File: src/rtl/lo_div_pkg.sv
package lo_div_pkg;
   typedef enum logic [1:0] {
      PATH_DIRECT  = 2'd0,
      PATH_SWALLOW = 2'd1,
      PATH_HI      = 2'd2
   } div_path_e;
endpackage

File: src/rtl/lo_div_clamp.sv
module lo_div_clamp #(
   parameter int DIV_W   = 16,
   parameter int PRE_LOG = 4,
   parameter int DIR_W   = 12,
   parameter int DIR_MIN = 4
) (
   input  logic [DIV_W-1:0] word,
   output logic [DIV_W-1:0] sw_val,
   output logic             sw_oor,
   output logic [DIR_W-1:0] dir_val,
   output logic             dir_oor
);
   localparam int SW_MIN_I  = (2 ** PRE_LOG) * ((2 ** PRE_LOG) + 1);
   localparam int DIR_MAX_I = (2 ** DIR_W) - 1;
   localparam logic [DIV_W-1:0] SW_MIN  = DIV_W'(SW_MIN_I);
   localparam logic [DIV_W-1:0] DIR_MAX = DIV_W'(DIR_MAX_I);
   localparam logic [DIV_W-1:0] DMIN    = DIV_W'(DIR_MIN);

   always_comb begin
      sw_oor  = (word < SW_MIN);
      sw_val  = sw_oor ? SW_MIN : word;
      dir_oor = (word > DIR_MAX) || (word < DMIN);
      if (word > DIR_MAX)     dir_val = DIR_W'(DIR_MAX_I);
      else if (word < DMIN)   dir_val = DIR_W'(DIR_MIN);
      else                    dir_val = word[DIR_W-1:0];
   end
endmodule

File: src/rtl/lo_div_swallow.sv
module lo_div_swallow #(
   parameter int PRE_LOG = 4,
   parameter int MAIN_W  = 12
) (
   input  logic               clk,
   input  logic               rst_n,
   input  logic               load,
   input  logic [MAIN_W-1:0]  main_ld,
   input  logic [PRE_LOG-1:0] swal_ld,
   input  logic               ev,
   output logic               term
);
   localparam logic [PRE_LOG:0] END_LONG  = (PRE_LOG+1)'(2 ** PRE_LOG);
   localparam logic [PRE_LOG:0] END_SHORT = END_LONG - 1'b1;

   logic [PRE_LOG:0]   pre_q;
   logic [MAIN_W-1:0]  main_q;
   logic [PRE_LOG-1:0] swal_q;
   logic               pre_end;

   assign pre_end = (pre_q == ((swal_q != '0) ? END_LONG : END_SHORT));
   assign term    = ev && pre_end && (main_q == MAIN_W'(1));

   always_ff @(posedge clk) begin
      if (!rst_n) begin
         pre_q  <= '0;
         main_q <= '0;
         swal_q <= '0;
      end else if (load) begin
         pre_q  <= '0;
         main_q <= main_ld;
         swal_q <= swal_ld;
      end else if (ev) begin
         if (pre_end) begin
            pre_q  <= '0;
            main_q <= main_q - 1'b1;
            if (swal_q != '0) swal_q <= swal_q - 1'b1;
         end else begin
            pre_q <= pre_q + 1'b1;
         end
      end
   end
endmodule

File: src/rtl/lo_div_direct.sv
module lo_div_direct #(
   parameter int DIR_W = 12
) (
   input  logic             clk,
   input  logic             rst_n,
   input  logic             load,
   input  logic [DIR_W-1:0] cnt_ld,
   input  logic             ev,
   output logic             term
);
   logic [DIR_W-1:0] cnt_q;

   assign term = ev && (cnt_q == DIR_W'(1));

   always_ff @(posedge clk) begin
      if (!rst_n)      cnt_q <= '0;
      else if (load)   cnt_q <= cnt_ld;
      else if (ev)     cnt_q <= cnt_q - 1'b1;
   end
endmodule

File: src/rtl/lo_prog_divider.sv
module lo_prog_divider
   import lo_div_pkg::*;
#(
   parameter int DIV_W     = 16,
   parameter int PRE_LOG   = 4,
   parameter int DIR_W     = 12,
   parameter int DIR_MIN   = 4,
   parameter bit HI_PRE_EN = 1'b1
) (
   input  logic             clk,
   input  logic             rst_n,
   input  logic             hi_ce,
   input  logic             lo_ce,
   input  logic [DIV_W-1:0] div_word,
   input  logic             band_hi,
   input  logic             swallow_mode,
   output logic             div_pulse,
   output logic             range_err
);
   localparam int MAIN_W = DIV_W - PRE_LOG;

   if (PRE_LOG < 1 || MAIN_W < PRE_LOG + 1) begin : g_bad_split
      $error("lo_prog_divider: divisor split leaves too few main-counter bits");
   end
   if (DIR_W > DIV_W || DIR_MIN < 2) begin : g_bad_direct
      $error("lo_prog_divider: direct divider parameters out of range");
   end

   div_path_e        in_path, cfg_path_q;
   logic [DIV_W-1:0] sw_val;
   logic [DIR_W-1:0] dir_val;
   logic             sw_oor, dir_oor;
   logic             armed_q, load, term;
   logic             hi_ev, ev_sw, ev_dir, sw_term, dir_term;

   assign in_path = band_hi      ? PATH_HI :
                    swallow_mode ? PATH_SWALLOW : PATH_DIRECT;

   lo_div_clamp #(
      .DIV_W(DIV_W), .PRE_LOG(PRE_LOG), .DIR_W(DIR_W), .DIR_MIN(DIR_MIN)
   ) u_clamp (
      .word(div_word), .sw_val(sw_val), .sw_oor(sw_oor),
      .dir_val(dir_val), .dir_oor(dir_oor)
   );

   if (HI_PRE_EN) begin : g_prescale
      logic half_q;
      always_ff @(posedge clk) begin
         if (!rst_n)                                half_q <= 1'b0;
         else if (load)                             half_q <= 1'b0;
         else if (cfg_path_q == PATH_HI && hi_ce)   half_q <= ~half_q;
      end
      assign hi_ev = hi_ce && half_q;
   end else begin : g_no_prescale
      assign hi_ev = hi_ce;
   end

   assign ev_sw  = (cfg_path_q == PATH_HI)      ? hi_ev :
                   (cfg_path_q == PATH_SWALLOW) ? lo_ce : 1'b0;
   assign ev_dir = (cfg_path_q == PATH_DIRECT) && lo_ce;

   lo_div_swallow #(.PRE_LOG(PRE_LOG), .MAIN_W(MAIN_W)) u_swallow (
      .clk(clk), .rst_n(rst_n), .load(load),
      .main_ld(sw_val[DIV_W-1:PRE_LOG]), .swal_ld(sw_val[PRE_LOG-1:0]),
      .ev(ev_sw), .term(sw_term)
   );

   lo_div_direct #(.DIR_W(DIR_W)) u_direct (
      .clk(clk), .rst_n(rst_n), .load(load), .cnt_ld(dir_val),
      .ev(ev_dir), .term(dir_term)
   );

   assign term = armed_q && (sw_term || dir_term);
   assign load = !armed_q || term;

   always_ff @(posedge clk) begin
      if (!rst_n) begin
         armed_q    <= 1'b0;
         cfg_path_q <= PATH_DIRECT;
         div_pulse  <= 1'b0;
         range_err  <= 1'b0;
      end else begin
         armed_q   <= 1'b1;
         div_pulse <= term;
         if (load) begin
            cfg_path_q <= in_path;
            if ((in_path == PATH_DIRECT) ? dir_oor : sw_oor) range_err <= 1'b1;
         end
      end
   end
endmodule

File: config.mk
export PLATFORM = sky130hd
export DESIGN_NAME = lo_prog_divider
export DESIGN_NICKNAME = d
export VERILOG_FILES = /design/src/rtl/lo_div_pkg.sv /design/src/rtl/lo_div_clamp.sv /design/src/rtl/lo_div_swallow.sv /design/src/rtl/lo_div_direct.sv /design/src/rtl/lo_prog_divider.sv
export SDC_FILE = /design/constraint.sdc
export NUM_CORES = 1
export LEC_CHECK = 0
export BUFFER_PORTS_ARGS = -buffer_cell sky130_fd_sc_hd__buf_2
export CELL_PAD_IN_SITES_DETAIL_PLACEMENT = 1
export CELL_PAD_IN_SITES_GLOBAL_PLACEMENT = 2
export CORE_UTILIZATION = 35
export DETAILED_ROUTE_END_ITERATION = 16
export HOLD_SLACK_MARGIN = 0.08
export PLACE_DENSITY = 0.85
export SLEW_MARGIN = 40
export SYNTH_ARGS = -nofsm -noshare
export SYNTH_HDL_FRONTEND = slang
export SYNTH_HIERARCHICAL = 1
export SYNTH_SLANG_ARGS = --single-unit
File: constraint.sdc
create_clock -name clk -period 5.35 [get_ports clk]
set_input_delay 0.2675 -clock clk [delete_from_list [all_inputs] [get_ports clk]]
set_output_delay 0.2675 -clock clk [all_outputs]
set_load 0.01 [all_outputs]
Yosys cells after proc, flatten, opt, wreduce, memory -nomap -nowiden
Index checks and enable logic that the tools add are counted.
{ "totals": {"in_bits": 22, "elab_cells": 65, "ff_bits": 39, "out_inout_bits": 2} }
{ "classes": {"n_addsub": 4, "n_lt_le_gt_ge": 3, "mux": 20, "n_reduce_logical": 22, "eq_ne": 5, "n_bitwise": 2} }
{ "op_table": {"columns": ["cell", "n"], "rows": [
  ["2-to-1 mux 12 bit", 7],
  ["== test 12 x 1 -> 1 bit (second input constant)", 2],
  ["subtractor 12 x 1 -> 12 bit (second input constant)", 2],
  ["greater-than comparator 16 x 12 -> 1 bit (second input constant)", 1],
  ["less-than comparator 16 x 3 -> 1 bit (second input constant)", 1],
  ["less-than comparator 16 x 9 -> 1 bit (second input constant)", 1],
  ["2-to-1 mux 16 bit", 1],
  ["2-to-1 mux 4 bit", 4],
  ["2-to-1 mux 5 bit", 2],
  ["nonzero test 2 bit", 4],
  ["logical AND 1 bit", 7],
  ["adder 5 x 1 -> 5 bit (second input constant)", 1],
  ["== test 5 bit", 1],
  ["2-to-1 mux 1 bit", 5],
  ["zero test 2 bit", 2],
  ["AND reduction 2 bit", 2],
  ["nonzero test 4 bit", 1],
  ["subtractor 4 x 1 -> 4 bit (second input constant)", 1],
  ["logical OR 1 bit", 3],
  ["AND reduction 3 bit", 1],
  ["== test 2 x 1 -> 1 bit (second input constant)", 1],
  ["== test 2 bit (second input constant)", 1],
  ["2-to-1 mux 2 bit", 1],
  ["inverter 1 bit", 2],
  ["other kinds (2)", 2]
]} }

Logic depth before layout (Yosys ltp)
Gate-level depths: netlist (run 1).
{ "logic_depth": {"depth_word": 10, "ltp_mapped": 14, "ltp_nobuf": 9} }

By module
The synthesis (run 1) kept the hierarchy.
{ "modules_own_cells": {"columns": ["module", "seq_area_each_um2", "area_per_inst_um2", "cells_per_inst", "instances"], "rows": [
  ["lo_div_swallow", 420.4, 1203.7, 135, 1],
  ["lo_div_direct", 240.2, 703.2, 81, 1],
  ["lo_div_clamp", 0.0, 289.0, 43, 1],
  ["lo_prog_divider", 120.1, 262.8, 26, 1]
]} }

Least setup slack after synthesis (run 1)
Ideal clock, no wire load.
{ "synth_path": {"kind": "reg2reg", "startpoint": "register u_swallow.swal_q[0]", "endpoint": "register u_direct.cnt_q[11]", "synth_period_minus_slack_ns": 3.445, "path_stages_with_launch": 13, "t_arrival_ns": 3.324, "required_time_ns": 5.228, "slack_ns": 1.905, "path_buffers": 3, "setup_ns": 0.122, "cell_sequence": "dfxtp_1 inv_1 ha_1 or3b_4 nand3_1 clkbuf_1 a2111oi_0 or3b_1 buf_6 clkbuf_1 or3b_2 or4_1 o311a_1"} }
{ "synth_between": {"elab_chain_cells": 9, "word_cells_on_any_way": 10, "cone_classes": "eq/ne: 1; mux: 2; reduce/logical: 7"} }
{ "synth_lines": {"columns": ["item", "line", "source"], "rows": [
  ["start: declaration", "lo_div_swallow.sv:18", "logic [PRE_LOG-1:0] swal_q;"],
  ["start signal: assignment", "lo_div_swallow.sv:32", "swal_q <= swal_ld;"],
  ["start signal: assignment", "lo_div_swallow.sv:37", "if (swal_q != '0) swal_q <= swal_q - 1'b1;"],
  ["nonzero test 4 bit *", "lo_div_swallow.sv:21", "assign pre_end = (pre_q == ((swal_q != '0) ? END_LONG : END_SHORT));"],
  ["2-to-1 mux 5 bit *", "lo_div_swallow.sv:21", null],
  ["== test 5 bit *", "lo_div_swallow.sv:21", null],
  ["logical AND 1 bit * (2 in series)", "lo_div_swallow.sv:22", "assign term = ev && pre_end && (main_q == MAIN_W'(1));"],
  ["via sw_term", "lo_prog_divider.sv:34", "logic hi_ev, ev_sw, ev_dir, sw_term, dir_term;"],
  ["logical OR 1 bit *", "lo_prog_divider.sv:73", "assign term = armed_q && (sw_term || dir_term);"],
  ["logical AND 1 bit *", "lo_prog_divider.sv:73", null],
  ["logical OR 1 bit *", "lo_prog_divider.sv:74", "assign load = !armed_q || term;"],
  ["via load", "lo_prog_divider.sv:33", "logic armed_q, load, term;"],
  ["2-to-1 mux 12 bit / nonzero test 2 bit (equally long branches)", null, null],
  ["end signal: assignment", "lo_div_direct.sv:17", "else if (load) cnt_q <= cnt_ld;"],
  ["end signal: assignment", "lo_div_direct.sv:18", "else if (ev) cnt_q <= cnt_q - 1'b1;"],
  ["end: declaration", "lo_div_direct.sv:11", "logic [DIR_W-1:0] cnt_q;"]
]} }
Mark *: on every way through the listed nets, which the timed path passes. The rest lies on a longest branch.
A chain may end at the register's enable or synchronous reset.

Final worst setup path (run 1)
{ "layout_path": {"startpoint": "register cfg_path_q[0]", "endpoint": "register u_swallow.main_q[8]"} }
{ "layout_between": {"elab_chain_cells": 10, "word_cells_on_any_way": 16, "cone_classes": "eq/ne: 2; mux: 3; reduce/logical: 11"} }
{ "layout_lines": {"columns": ["item", "line", "source"], "rows": [
  ["start: declaration", "lo_prog_divider.sv:29", "div_path_e in_path, cfg_path_q;"],
  ["start signal: assignment", "lo_prog_divider.sv:86", "cfg_path_q <= in_path;"],
  ["== test 2 x 1 -> 1 bit", "lo_prog_divider.sv:59", "(cfg_path_q == PATH_SWALLOW) ? lo_ce : 1'b0;"],
  ["2-to-1 mux 1 bit", "lo_prog_divider.sv:59", null],
  ["2-to-1 mux 1 bit *", "lo_prog_divider.sv:58", "assign ev_sw = (cfg_path_q == PATH_HI) ? hi_ev :"],
  ["via ev_sw", "lo_prog_divider.sv:34", null],
  ["logical AND 1 bit * (2 in series)", "lo_div_swallow.sv:22", null],
  ["via sw_term", "lo_prog_divider.sv:34", null],
  ["logical OR 1 bit *", "lo_prog_divider.sv:73", null],
  ["logical AND 1 bit *", "lo_prog_divider.sv:73", null],
  ["logical OR 1 bit *", "lo_prog_divider.sv:74", null],
  ["nonzero test 2 bit (no source line)", null, null],
  ["AND reduction 2 bit (no source line)", null, null],
  ["end signal: assignment", "lo_div_swallow.sv:31", "main_q <= main_ld;"],
  ["end signal: assignment", "lo_div_swallow.sv:36", "main_q <= main_q - 1'b1;"],
  ["end: declaration", "lo_div_swallow.sv:17", "logic [MAIN_W-1:0] main_q;"]
]} }
Marked as above.

==> metrics.md, run 1 <==
| Metric | Value |
|---|---|
| IO Count | 24 |
| Die height | 85.8 um |
| CTS hold repair buffers | 0 |
| Minimum clock period | 3.86 ns |
| Post-synth EDFFs | 0 |
| CP max FO | 23 |
| Most common flop cell mapped by yosys | dfxtp_1 |
| Diodes inserted | 0 |
| Hold Crit Start | band_hi |
| Startpoint types | flip-flop |
| Die width | 85.8 um |
| Top-area cell type share of the netlist area | 31.8% |
| PostCTS Resize Cnt | 0 |
| WL met3 | 180 um |
| Post-synth cell types | 51 |
| Initial core utilization | 36.2% |
| Vias | 2,055 |
| Synthesized area | 2460 um2 |
| Worst Tran Pin Value | 0.815 ns |
| Total global routing track utilization | 17.5% |
| Relative slew slack | 45.2% |
| Global-route wire length before repair | 10,100 um |
| Slew Viols, Final | 0 |
| Critical R2R Capture | u_swallow/main_q[8]$_SDFFE_PN0P_ |
| Initial drt markers | 105 |
| Root Driver | clkbuf_8 |
| Inserted Clock Buffers | 5 |
| Drt first pass iters | 4 |
| Pleak | 0.000967 uW |
| DR vias/cell | 5.26 |
| Max stage delay on crit path | 0.65 ns |
| Synth Register Bits | 39 |
| Area leader, netlist | dfxtp_1 |
| P&R area growth vs syn | 9.52% |
| Mean Syn Cell Area | 8.63 um2 |
| Nets@finish | 322 |
| Peak VDD IR | 111 uV |
| Cells on Worst Hold Path | 3 |
| RSZ-0062 raised after global routing | false |
| Drt total wl | 6000 um |
| Crit path top cell by count | o21ai_0 |
| DRC viols | 0 |
| Uppermost layer routed | met4 |
| CTS tree | built |
| Total grt overflow | 0 |
| Main area contributors after synthesis | dfxtp_1 (32%), xnor2_1 (6.1%), o21ai_0 (5.1%) |
| Rows | 30 |
| Clock latency on the worst-skew pair | 0.30 ns |
| R2r setup slk | 1.49 ns |
| WL met1 | 3040 um |
| Tot Pwr | 684 uW |
| Worst Hold Path EP | cfg_path_q[1]$_SDFFE_PN0P_ |
| Run status | finished, final reports clean |
| Wire per inst | 15.4 um |
| F_max | 259 MHz |
| Max cap viols | 0 |
| Core Box Area | 6790 um2 |
| Final setup fails | 0 |
| RR Startpoint | cfg_path_q[0]$_SDFFE_PN0P_ |
| Critical Path RT | 5.50 ns |
| Hold Vio Cnt, Final | 0 |
| Cells after synthesis | 285 |
| Max H-tree Level | 2 |
| Post-synth ARST share | 0% |
| Crit end category | flip-flop |
| R2R depth | 10 |
| Routed length on met2 | 2730 um |
| Syn Nets | 313 |
| Clock buffer depth | 2 |
| DPL Wire Length | 4360 um |
| Worst Path Arrival | 4.01 ns |
| Share of cells above drive strength 1 | 19.3% |
| Vias in the first global route | 2,028 |
| Period utilisation layout | 72.1% |
| I/O Buffers | 23 |
| Sinks on the clock net | 39 |
| Initial antenna violation count | 0 |
| Clk_skew | 0.0125 ns |
| Routed Antenna Nets | 0 |
| Type of the worst min-delay path | in -> reg |
| Setup TNS | 0 ns |
| Yosys warns | 6 |
| GP Congestion | 0.738 |
| DIE AREA | 7360 um2 |
| Critical path cell sequence | nand3b_1 -> o21ai_0 -> nand3_1 -> or4_4 -> a2111oi_0 -> or3b_1 -> buf_4 -> inv_1 -> o21ai_0 -> a21oi_1 |
| Worst path slowest cell | o21ai_0 |
| Pwr Density | 254 nW/um2 |
| Largest net degree at the start of global routing | 37 |
| Crit path kind | reg -> reg |
| Clk slew on worst S/H paths | 0.09 ns |
| Post-CTS Setup Repair Bufs | 0 |
| Seq/Total Area, Yosys | 31.8% |
stage by stage:
| stage | instances | worst slack [ns] | util (%) | hold WS [ns] | cell area, um2 |
|---|---|---|---|---|---|
| 6_report | 391 | 1.49 | 39.6 | 0.285 | 2690 |
| 5_1_grt | 391 | 1.10 | 39.6 | 0.309 | 2690 |
| 4_1_cts | 391 | 1.45 | 39.6 | 0.276 | 2690 |
| 3_5_place_dp | 383 | 1.49 | 38.0 | 0.438 | 2580 |
| 3_3_place_gp | 383 | 1.75 | 38.0 | 0.431 | 2580 |
| 2_1_floorplan | 285 | 1.90 | - | 0.295 | 2460 |
worst max-delay path, delay by kind of cell (launching register included):
family	cells	cell delay, ns
AO/OA/AOI/OAI	4	1.66
buffers and inverters	2	0.58
flip-flops	1	0.34
AND/OR/NAND/NOR	4	1.11
cell families (layout without fill, tap and decap cells):
family | after synthesis | in the layout | share of synthesized area, %
compound gates | 73 | 73 | 21.2
xor+xnor | 21 | 21 | 7.48
fa+ha+maj | 6 | 6 | 3.05
buf+inv | 36 | 46 | 7.23
flops | 39 | 39 | 31.8
mux | 6 | 6 | 2.54
simple gates | 104 | 104 | 26.7
layout make-up:
cell class,instances,area (um2)
fillers,824,4100
multi-input cells,210,1500
flip-flops and latches,39,781
repair buffers,25,130
well taps,96,120
clock buffers,5,68.8
inverters,13,48.8
clock inverters,3,43.8
state kept, by name, indices dropped and copies added (netlist names):
register and count:
armed_q 1, cfg_path_q 2, div_pulse 1, g_prescale.half_q 1, range_err 1, u_direct/cnt_q 12, u_swallow/main_q 12, u_swallow/pre_q 5
u_swallow/swal_q 4
power by group:
part | internal (uW) | leakage (uW) | switching, uW | total (uW)
registers | 308 | 0.000323 | 18.6 | 327
logic | 44.4 | 0.000587 | 60.3 | 105
clock network | 139 | 0.0000581 | 113 | 252
total | 491 | 0.000967 | 192 | 684
layer usage:
metal  track usage, %  vias to the layer above
met5                0                        -
met4             5.00                        0
met1             23.6                      975
li1                 -                     1040
met2             28.4                       34
met3             3.56                        6
worst max path at each step:
stage	from	to	slack, ns	cells after the start
2_1_floorplan	u_swallow/swal_q[0]$_SDFFE_PN0P_	u_direct/cnt_q[11]$_SDFFE_PN0P_	1.90	12
3_3_place_gp	cfg_path_q[0]$_SDFFE_PN0P_	u_swallow/pre_q[4]$_SDFFE_PP0P_	1.75	10
5_1_grt	cfg_path_q[0]$_SDFFE_PN0P_	u_swallow/main_q[7]$_SDFFE_PN0P_	1.10	10
4_1_cts	cfg_path_q[0]$_SDFFE_PN0P_	u_swallow/main_q[8]$_SDFFE_PN0P_	1.45	10
3_5_place_dp	cfg_path_q[0]$_SDFFE_PN0P_	u_swallow/main_q[8]$_SDFFE_PN0P_	1.49	10
6_report	cfg_path_q[0]$_SDFFE_PN0P_	u_swallow/main_q[8]$_SDFFE_PN0P_	1.49	10
cell usage in the layout, fill, tap and decap left out, types with 3 or more instances in the layout:
cell type and count:
a31oi_1 8, nand4_1 4, nor3_1 3, o21ai_0 25
xor2_1 4, xnor2_1 17, nor2b_1 8, nand2b_1 12
o31ai_1 5, nor2_1 12, a21oi_1 13, inv_1 13
nand3_1 7, clkbuf_8 5, buf_2 23, or4_4 3
o211a_1 4, nand2_1 16, ha_1 6, and2_1 5
dfxtp_1 39, or2_2 3, nand3b_1 4, mux2i_1 4
a2111oi_2 7, nor3b_1 3, or4_1 7
cells in the mapped netlist (all sizes together) (2+ instances only):
library cell   n
a21oi         13
nand3b         4
inv           13
xnor2         17
xor2           4
or4           11
o31ai          5
a21o           2
mux2           2
nor3           3
o211a          4
nand4          4
nand3          8
nand2         16
a31oi          8
or3b           4
a2111oi        9
and2           5
buf            7
o21ai         27
nor2          12
nor3b          3
clkbuf        16
dfxtp         39
mux2i          4
ha             6
nor4           4
or3            4
nand2b        12
or2            3
nor2b          8
Note: power is estimated with default switching activity, not from simulation.
==> run 2: changes to the inputs <==
Clock period 5.35 ns to 3.75 ns, I/O delays scaled along.
==> metrics.md, run 2 (same netlist as run 1, synthesis figures left out) <==
| Metric | Value |
|---|---|
| Run status | finished, final reports clean (unchanged) |
| Vias in the first global route | 2,131 (was 2,028) |
| Initial antenna violation count | 0 (unchanged) |
| DPL Wire Length | 4350 um (was 4360 um) |
| Minimum clock period | 3.46 ns (was 3.86 ns) |
| Routed length on met2 | 2880 um (was 2730 um) |
| Nets@finish | 326 (was 322) |
| CTS tree | built (unchanged) |
| Drt total wl | 6110 um (was 6000 um) |
| Commonest non-fill, non-tap cells in the layout | dfxtp_1 (39), o21ai_0 (25), buf_2 (23), xnor2_1 (17), nand2_1 (16) (unchanged) |
| Diodes inserted | 0 (unchanged) |
| Core Box Area | 6790 um2 (unchanged) |
| Top Registers | u_direct/cnt_q x12, u_swallow/main_q x12, u_swallow/pre_q x5 (unchanged) |
| Setup TNS | 0 ns (unchanged) |
| Type of the worst min-delay path | in -> reg (unchanged) |
| CP max FO | 14 (was 23) |
| Sinks on the clock net | 39 (unchanged) |
| Routed Antenna Nets | 0 (unchanged) |
| CTS hold repair buffers | 0 (unchanged) |
| Commonest non-fill, non-tap cell in the layout | dfxtp_1 (unchanged) |
| Pleak | 0.000977 uW (was 0.000967 uW) |
| Vias | 2,100 (was 2,055) |
| RSZ-0062 raised after global routing | false (unchanged) |
| P&R area growth vs syn | 11.0% (was 9.52%) |
| Worst Path Arrival | 3.71 ns (was 4.01 ns) |
| GP Congestion | 0.807 (was 0.738) |
| Die height | 85.8 um (unchanged) |
| Worst Tran Pin Value | 0.734 ns (was 0.815 ns) |
| Initial core utilization | 36.2% (unchanged) |
| Rows | 30 (unchanged) |
| WL met3 | 199 um (was 180 um) |
| Clk_skew | 0.00879 ns (was 0.0125 ns) |
| Crit path kind | reg -> reg (unchanged) |
| Uppermost layer routed | met4 (unchanged) |
| Die width | 85.8 um (unchanged) |
| Largest net degree at the start of global routing | 37 (unchanged) |
| I/O Buffers | 23 (unchanged) |
| Crit end category | flip-flop (unchanged) |
| Clk slew on worst S/H paths | 0.09 ns (about the same) |
| Root Driver | clkbuf_8 (unchanged) |
| F_max | 289 MHz (was 259 MHz) |
| Total grt overflow | 0 (unchanged) |
| Max cap viols | 0 (unchanged) |
| WHS | 0.185 ns (was 0.285 ns) |
| Hold Vio Cnt, Final | 0 (unchanged) |
| Peak VDD IR | 220 uV (was 111 uV) |
| Clock buffer depth | 2 (unchanged) |
| WL met1 | 2990 um (was 3040 um) |
| DIE AREA | 7360 um2 (unchanged) |
| Final worst setup slack | 0.287 ns (was 1.49 ns) |
| Pwr Density | 360 nW/um2 (was 254 nW/um2) |
| Share of cells above drive strength 1 | 21.1% (was 19.3%) |
| Global-route wire length before repair | 10,100 um (about the same) |
| Drt first pass iters | 4 (unchanged) |
| DR vias/cell | 5.32 (was 5.26) |
| Max H-tree Level | 2 (unchanged) |
| Wire per inst | 15.5 um (was 15.4 um) |
| Inserted Clock Buffers | 5 (unchanged) |
| IO Count | 24 (unchanged) |
| Total global routing track utilization | 17.5% (about the same) |
| Slew Viols, Final | 0 (unchanged) |
| Clock latency on the worst-skew pair | 0.29 ns (was 0.30 ns) |
| Initial drt markers | 68 (was 105) |
| Final setup fails | 0 (unchanged) |
| Period utilisation layout | 92.3% (was 72.1%) |
| Relative slew slack | 50.7% (was 45.2%) |
| Startpoint types | flip-flop (unchanged) |
| DRC viols | 0 (unchanged) |
| Critical Path RT | 3.99 ns (was 5.50 ns) |
| Setup WS pre-CTS | 0.103 ns (was 1.49 ns) |
-- run 2: cell types whose count changed in the layout (fill, tap and decap cells not counted) --
cell,change
a2111oi_0,-1
inv_1,-1
clkinvlp_4,+2
or3b_4,+1
a2111oi_1,+1
buf_4,+3
or3b_1,-1
-- run 2: worst paths after layout --
check | start | to | slack [ns] | depth (start not counted)
worst max-delay path | u_swallow/swal_q[0]$_SDFFE_PN0P_ | u_direct/cnt_q[11]$_SDFFE_PN0P_ | 0.29 | 9
worst min-delay path | band_hi | cfg_path_q[1]$_SDFFE_PN0P_ | 0.18 | 3
worst max register to register | u_swallow/swal_q[0]$_SDFFE_PN0P_ | u_direct/cnt_q[11]$_SDFFE_PN0P_ | 0.29 | 9
worst min register to register | range_err$_SDFFE_PN0P_ | range_err$_SDFFE_PN0P_ | 0.45 | 2
-- run 2: timing repair --
item                                   in CTS  in global routing
gates resized for setup                     0                  5
endpoints found under the hold margin       0                  0
setup buffers                               0                  0
setup endpoints to repair                   0                 29
-- run 2: layer usage --
layer,global-route usage [%],up-vias
met3,3.37,2
met2,29.4,37
met1,23.3,1012
met4,3.64,0
met5,0,-
li1,-,1049
-- run 2: final cells by class --
type | instances | area [um2]
well taps | 96 | 120
multi-input cells | 210 | 1500
repair inverters | 1 | 7.51
clock inverters | 3 | 43.8
repair buffers | 28 | 153
inverters | 13 | 52.6
clock buffers | 5 | 68.8
flip-flops and latches | 39 | 781
fillers | 811 | 4060
-- run 2: where the power goes --
part	switching, uW	internal [uW]
clock	165	198
sequential	26.4	439
combinational	87.8	66.3
-- run 2: critical path: stages, from the launching register on --
cell       delay, ns
dfxtp_1         0.32
inv_1           0.09
ha_1            0.17
or3b_4          0.39
or4_4           0.64
a2111oi_1       0.68
or3b_4          0.37
nor3b_1         0.08
a2111oi_0       0.43
o311a_1         0.23
-- run 2: per-stage QoR --
step / cells / total power (uW) / utilization (%) / instance area [um2]
floorplan: 285 / 581 / - / 2460
global placement: 386 / 622 / 38.3 / 2600
detailed placement: 386 / 627 / 38.3 / 2600
CTS: 394 / 992 / 40.0 / 2720
global route: 395 / 1040 / 40.2 / 2730
finish: 395 / 983 / 40.2 / 2730
==> run 3: changes to the inputs <==
Settings changed: HOLD_SLACK_MARGIN 0.08 to 0.12, PLACE_DENSITY 0.85 to 0.86, SYNTH_HIERARCHICAL 1 to unset.
==> metrics.md, run 3 <==
| Metric | Value |
|---|---|
| Post-synth ARST share | 0% (unchanged) |
| Syn Nets | 293 (was 313) |
| DRC viols | 0 (unchanged) |
| Commonest non-fill, non-tap cells in the layout | dfxtp_1 (39), nand2_1 (32), nor2_1 (24), buf_2 (23), a21oi_1 (20) (was dfxtp_1 (39), o21ai_0 (25), buf_2 (23), xnor2_1 (17), nand2_1 (16)) |
| Run status | finished, final reports clean (unchanged) |
| Clk_skew | 0.00864 ns (was 0.00879 ns) |
| Wire per inst | 15.6 um (was 15.5 um) |
| Total grt overflow | 0 (unchanged) |
| Commonest non-fill, non-tap cell in the layout | dfxtp_1 (unchanged) |
| Largest net degree at the start of global routing | 38 (was 37) |
| Rows | 28 (was 30) |
| DPL Wire Length | 4260 um (was 4350 um) |
| Post-DP Area | 2400 um2 (was 2600 um2) |
| Diodes inserted | 0 (unchanged) |
| Max cap viols | 0 (unchanged) |
| Synth Register Bits | 39 (unchanged) |
| Final setup fails | 0 (unchanged) |
| RSZ-0062 raised after global routing | false (unchanged) |
| Seq/Total Area, Yosys | 34.7% (was 31.8%) |
| Crit path kind | reg -> reg (unchanged) |
| R2r setup slk | 0.83 ns (was 0.29 ns) |
| Max stage delay on crit path | 0.56 ns (was 0.68 ns) |
| Vias in the first global route | 1,934 (was 2,131) |
| Period utilisation layout | 77.9% (was 92.3%) |
| Worst Path Arrival | 3.10 ns (was 3.71 ns) |
| CTS hold repair buffers | 0 (unchanged) |
| Yosys warns | 0 (was 6) |
| Worst Hold Path EP | cfg_path_q[1]$_SDFFE_PN0N_ (was cfg_path_q[1]$_SDFFE_PN0P_) |
| GP Congestion | 0.805 (was 0.807) |
| Initial drt markers | 50 (was 68) |
| I/O Buffers | 23 (unchanged) |
| Pleak | 0.000948 uW (was 0.000977 uW) |
| Max H-tree Level | 2 (unchanged) |
| Crit path max-delay family | simple AND/OR/NAND/NOR gates (unchanged) |
| Worst path slowest cell | or4b_4 (was a2111oi_1) |
| CTS tree | built (unchanged) |
| IO Count | 24 (unchanged) |
| Critical path buffer and inverter count | 2 (was 1) |
| Critical R2R Capture | u_swallow.main_q[4]$_SDFFE_PN0P_ (was u_direct/cnt_q[11]$_SDFFE_PN0P_) |
| Pwr Density | 394 nW/um2 (was 360 nW/um2) |
| Drt first pass iters | 4 (unchanged) |
| Routed Antenna Nets | 0 (unchanged) |
| FILL cells | 733 (was 811) |
| Cells after synthesis | 265 (was 285) |
| Relative slew slack | 56.9% (was 50.7%) |
| Area leader, netlist | dfxtp_1 (unchanged) |
| Top-count cell post-synth | dfxtp_1 (unchanged) |
| Nets@finish | 314 (was 326) |
| Design Area, Final | 2520 um2 (was 2730 um2) |
| Initial antenna violation count | 0 (unchanged) |
| Post-synth cell types | 54 (was 51) |
| Worst Tran Pin Value | 0.641 ns (was 0.734 ns) |
| Total global routing track utilization | 19.0% (was 17.5%) |
| Critical path cell sequence | inv_1 -> ha_1 -> or3b_4 -> or4b_4 -> a21oi_4 -> a21oi_2 -> buf_4 -> o31ai_1 -> a21oi_1 (was inv_1 -> ha_1 -> or3b_4 -> or4_4 -> a2111oi_1 -> or3b_4 -> nor3b_1 -> a2111oi_0 -> o311a_1) |
| Post-CTS Setup Repair Bufs | 0 (unchanged) |
| P&R area growth vs syn | 12.1% (was 11.0%) |
| Core Box Area | 6060 um2 (was 6790 um2) |
| Most common flop cell mapped by yosys | dfxtp_1 (unchanged) |
| Drt total wl | 5650 um (was 6110 um) |
| Type of the worst min-delay path | in -> reg (unchanged) |
| Storage cell area | 781 um2 (unchanged) |
| DIE AREA | 6750 um2 (was 7360 um2) |
| Mean Syn Cell Area | 8.49 um2 (was 8.63 um2) |
| Area of the multi-input gates | 1360 um2 (was 1500 um2) |
| Synth cell count leaders | dfxtp_1 (39), nand2_1 (32), nor2_1 (24), a21oi_1 (20), xnor2_1 (14) (was dfxtp_1 (39), o21ai_0 (25), xnor2_1 (17), nand2_1 (16), clkbuf_1 (15)) |
| Startpoint types | flip-flop (unchanged) |
| Setup TNS | 0 ns (unchanged) |
| Minimum clock period | 2.92 ns (was 3.46 ns) |
| Die height | 82.2 um (was 85.8 um) |
| Post-synth EDFFs | 0 (unchanged) |
| Inserted Clock Buffers | 5 (unchanged) |
| Crit end category | flip-flop (unchanged) |
| Hold Crit Start | band_hi (unchanged) |
| Critical Path RT | 3.93 ns (was 3.99 ns) |
| Top Registers | u_direct.cnt_q x12, u_swallow.main_q x12, u_swallow.pre_q x5 (was u_direct/cnt_q x12, u_swallow/main_q x12, u_swallow/pre_q x5) |
| Main area contributors after synthesis | dfxtp_1 (35%), xnor2_1 (5.5%), nand2_1 (5.3%) (was dfxtp_1 (32%), xnor2_1 (6.1%), o21ai_0 (5.1%)) |
| Root Driver | clkbuf_8 (unchanged) |
| Top-area cell type share of the netlist area | 34.7% (was 31.8%) |
| Hold Vio Cnt, Final | 0 (unchanged) |
| Cells on Worst Hold Path | 3 (unchanged) |
| Slew Viols, Final | 0 (unchanged) |
| DR vias/cell | 5.49 (was 5.32) |
| Initial core utilization | 37.1% (was 36.2%) |
| RR Startpoint | u_swallow.swal_q[0]$_SDFFE_PN0P_ (was u_swallow/swal_q[0]$_SDFFE_PN0P_) |
| Clock latency on the worst-skew pair | 0.30 ns (was 0.29 ns) |
| Vias | 1,986 (was 2,100) |
| Share of cells above drive strength 1 | 15.7% (was 21.1%) |
| Global-route wire length before repair | 9590 um (was 10,100 um) |
| Die width | 82.2 um (was 85.8 um) |
| Peak VDD IR | 182 uV (was 220 uV) |
| R2R depth | 9 (unchanged) |
| Clk slew on worst S/H paths | 0.08 ns (was 0.09 ns) |
| Clock buffer depth | 2 (unchanged) |
| Fin util | 41.6% (was 40.2%) |
| F_max | 343 MHz (was 289 MHz) |
| Synthesized area | 2250 um2 (was 2460 um2) |
| CP max FO | 37 (was 14) |
| Sinks on the clock net | 39 (unchanged) |
| PostCTS Resize Cnt | 0 (unchanged) |
run 3: cell families after synthesis:
logic type,share of synthesized area [%]
simple gates,25.7
compound gates,20.1
flops,34.7
xor+xnor,9.34
buf+inv,4.95
fa+ha+maj,3.34
mux,1.89
run 3: final cells by class:
| cell class | count | share of cell area, % |
|---|---|---|
| inverters | 11 | 1.64 |
| multi-input cells | 204 | 53.8 |
| clock inverters | 2 | 1.39 |
| repair buffers | 25 | 5.16 |
| flip-flops and latches | 39 | 31.0 |
| well taps | 75 | 3.72 |
| clock buffers | 6 | 3.28 |
run 3: worst max path at each step:
stage	start	endpoint	slack (ns)	depth (start not counted)
after global placement	u_swallow.swal_q[0]$_SDFFE_PN0P_	u_direct.cnt_q[10]$_SDFFE_PN0P_	0.99	8
final	u_swallow.swal_q[0]$_SDFFE_PN0P_	u_swallow.main_q[4]$_SDFFE_PN0P_	0.83	9
after global routing	u_swallow.swal_q[0]$_SDFFE_PN0P_	u_swallow.main_q[4]$_SDFFE_PN0P_	0.67	9
after detailed placement	u_swallow.swal_q[0]$_SDFFE_PN0P_	u_swallow.main_q[4]$_SDFFE_PN0P_	0.86	9
after floorplan	u_swallow.swal_q[0]$_SDFFE_PN0P_	u_swallow.main_q[4]$_SDFFE_PN0P_	1.40	9
after CTS	u_swallow.swal_q[0]$_SDFFE_PN0P_	u_swallow.main_q[4]$_SDFFE_PN0P_	0.84	9
run 3: per-layer routing:
layer  track usage (%)  share of wire [%]
met5                 0                  0
met4              6.84                1.3
met3              3.30                2.4
met2              31.4                 46
met1              24.6                 50
run 3: metrics by stage:
| step | power [uW] | hold WS, ns | instances | worst slack (ns) |
|---|---|---|---|---|
| 2_1_floorplan | 582 | 0.215 | 265 | 1.40 |
| 3_3_place_gp | 627 | 0.456 | 354 | 0.992 |
| 3_5_place_dp | 630 | 0.466 | 354 | 0.859 |
| 4_1_cts | 1000 | 0.154 | 362 | 0.836 |
| 5_1_grt | 1050 | 0.169 | 362 | 0.674 |
| 6_report | 993 | 0.163 | 362 | 0.831 |
run 3: power breakdown:
part	leakage [uW]	internal (uW)	switching, uW
sequential	0.000323	440	24.7
clock	0.0000612	215	157
combinational	0.000564	68.2	87.4
run 3: tightest hold or removal path, delay by kind of cell:
kind | cells | cell delay, ns
buffers and inverters | 1 | 0.11
AO/OA/AOI/OAI | 1 | 0.06
AND/OR/NAND/NOR | 1 | 0.05
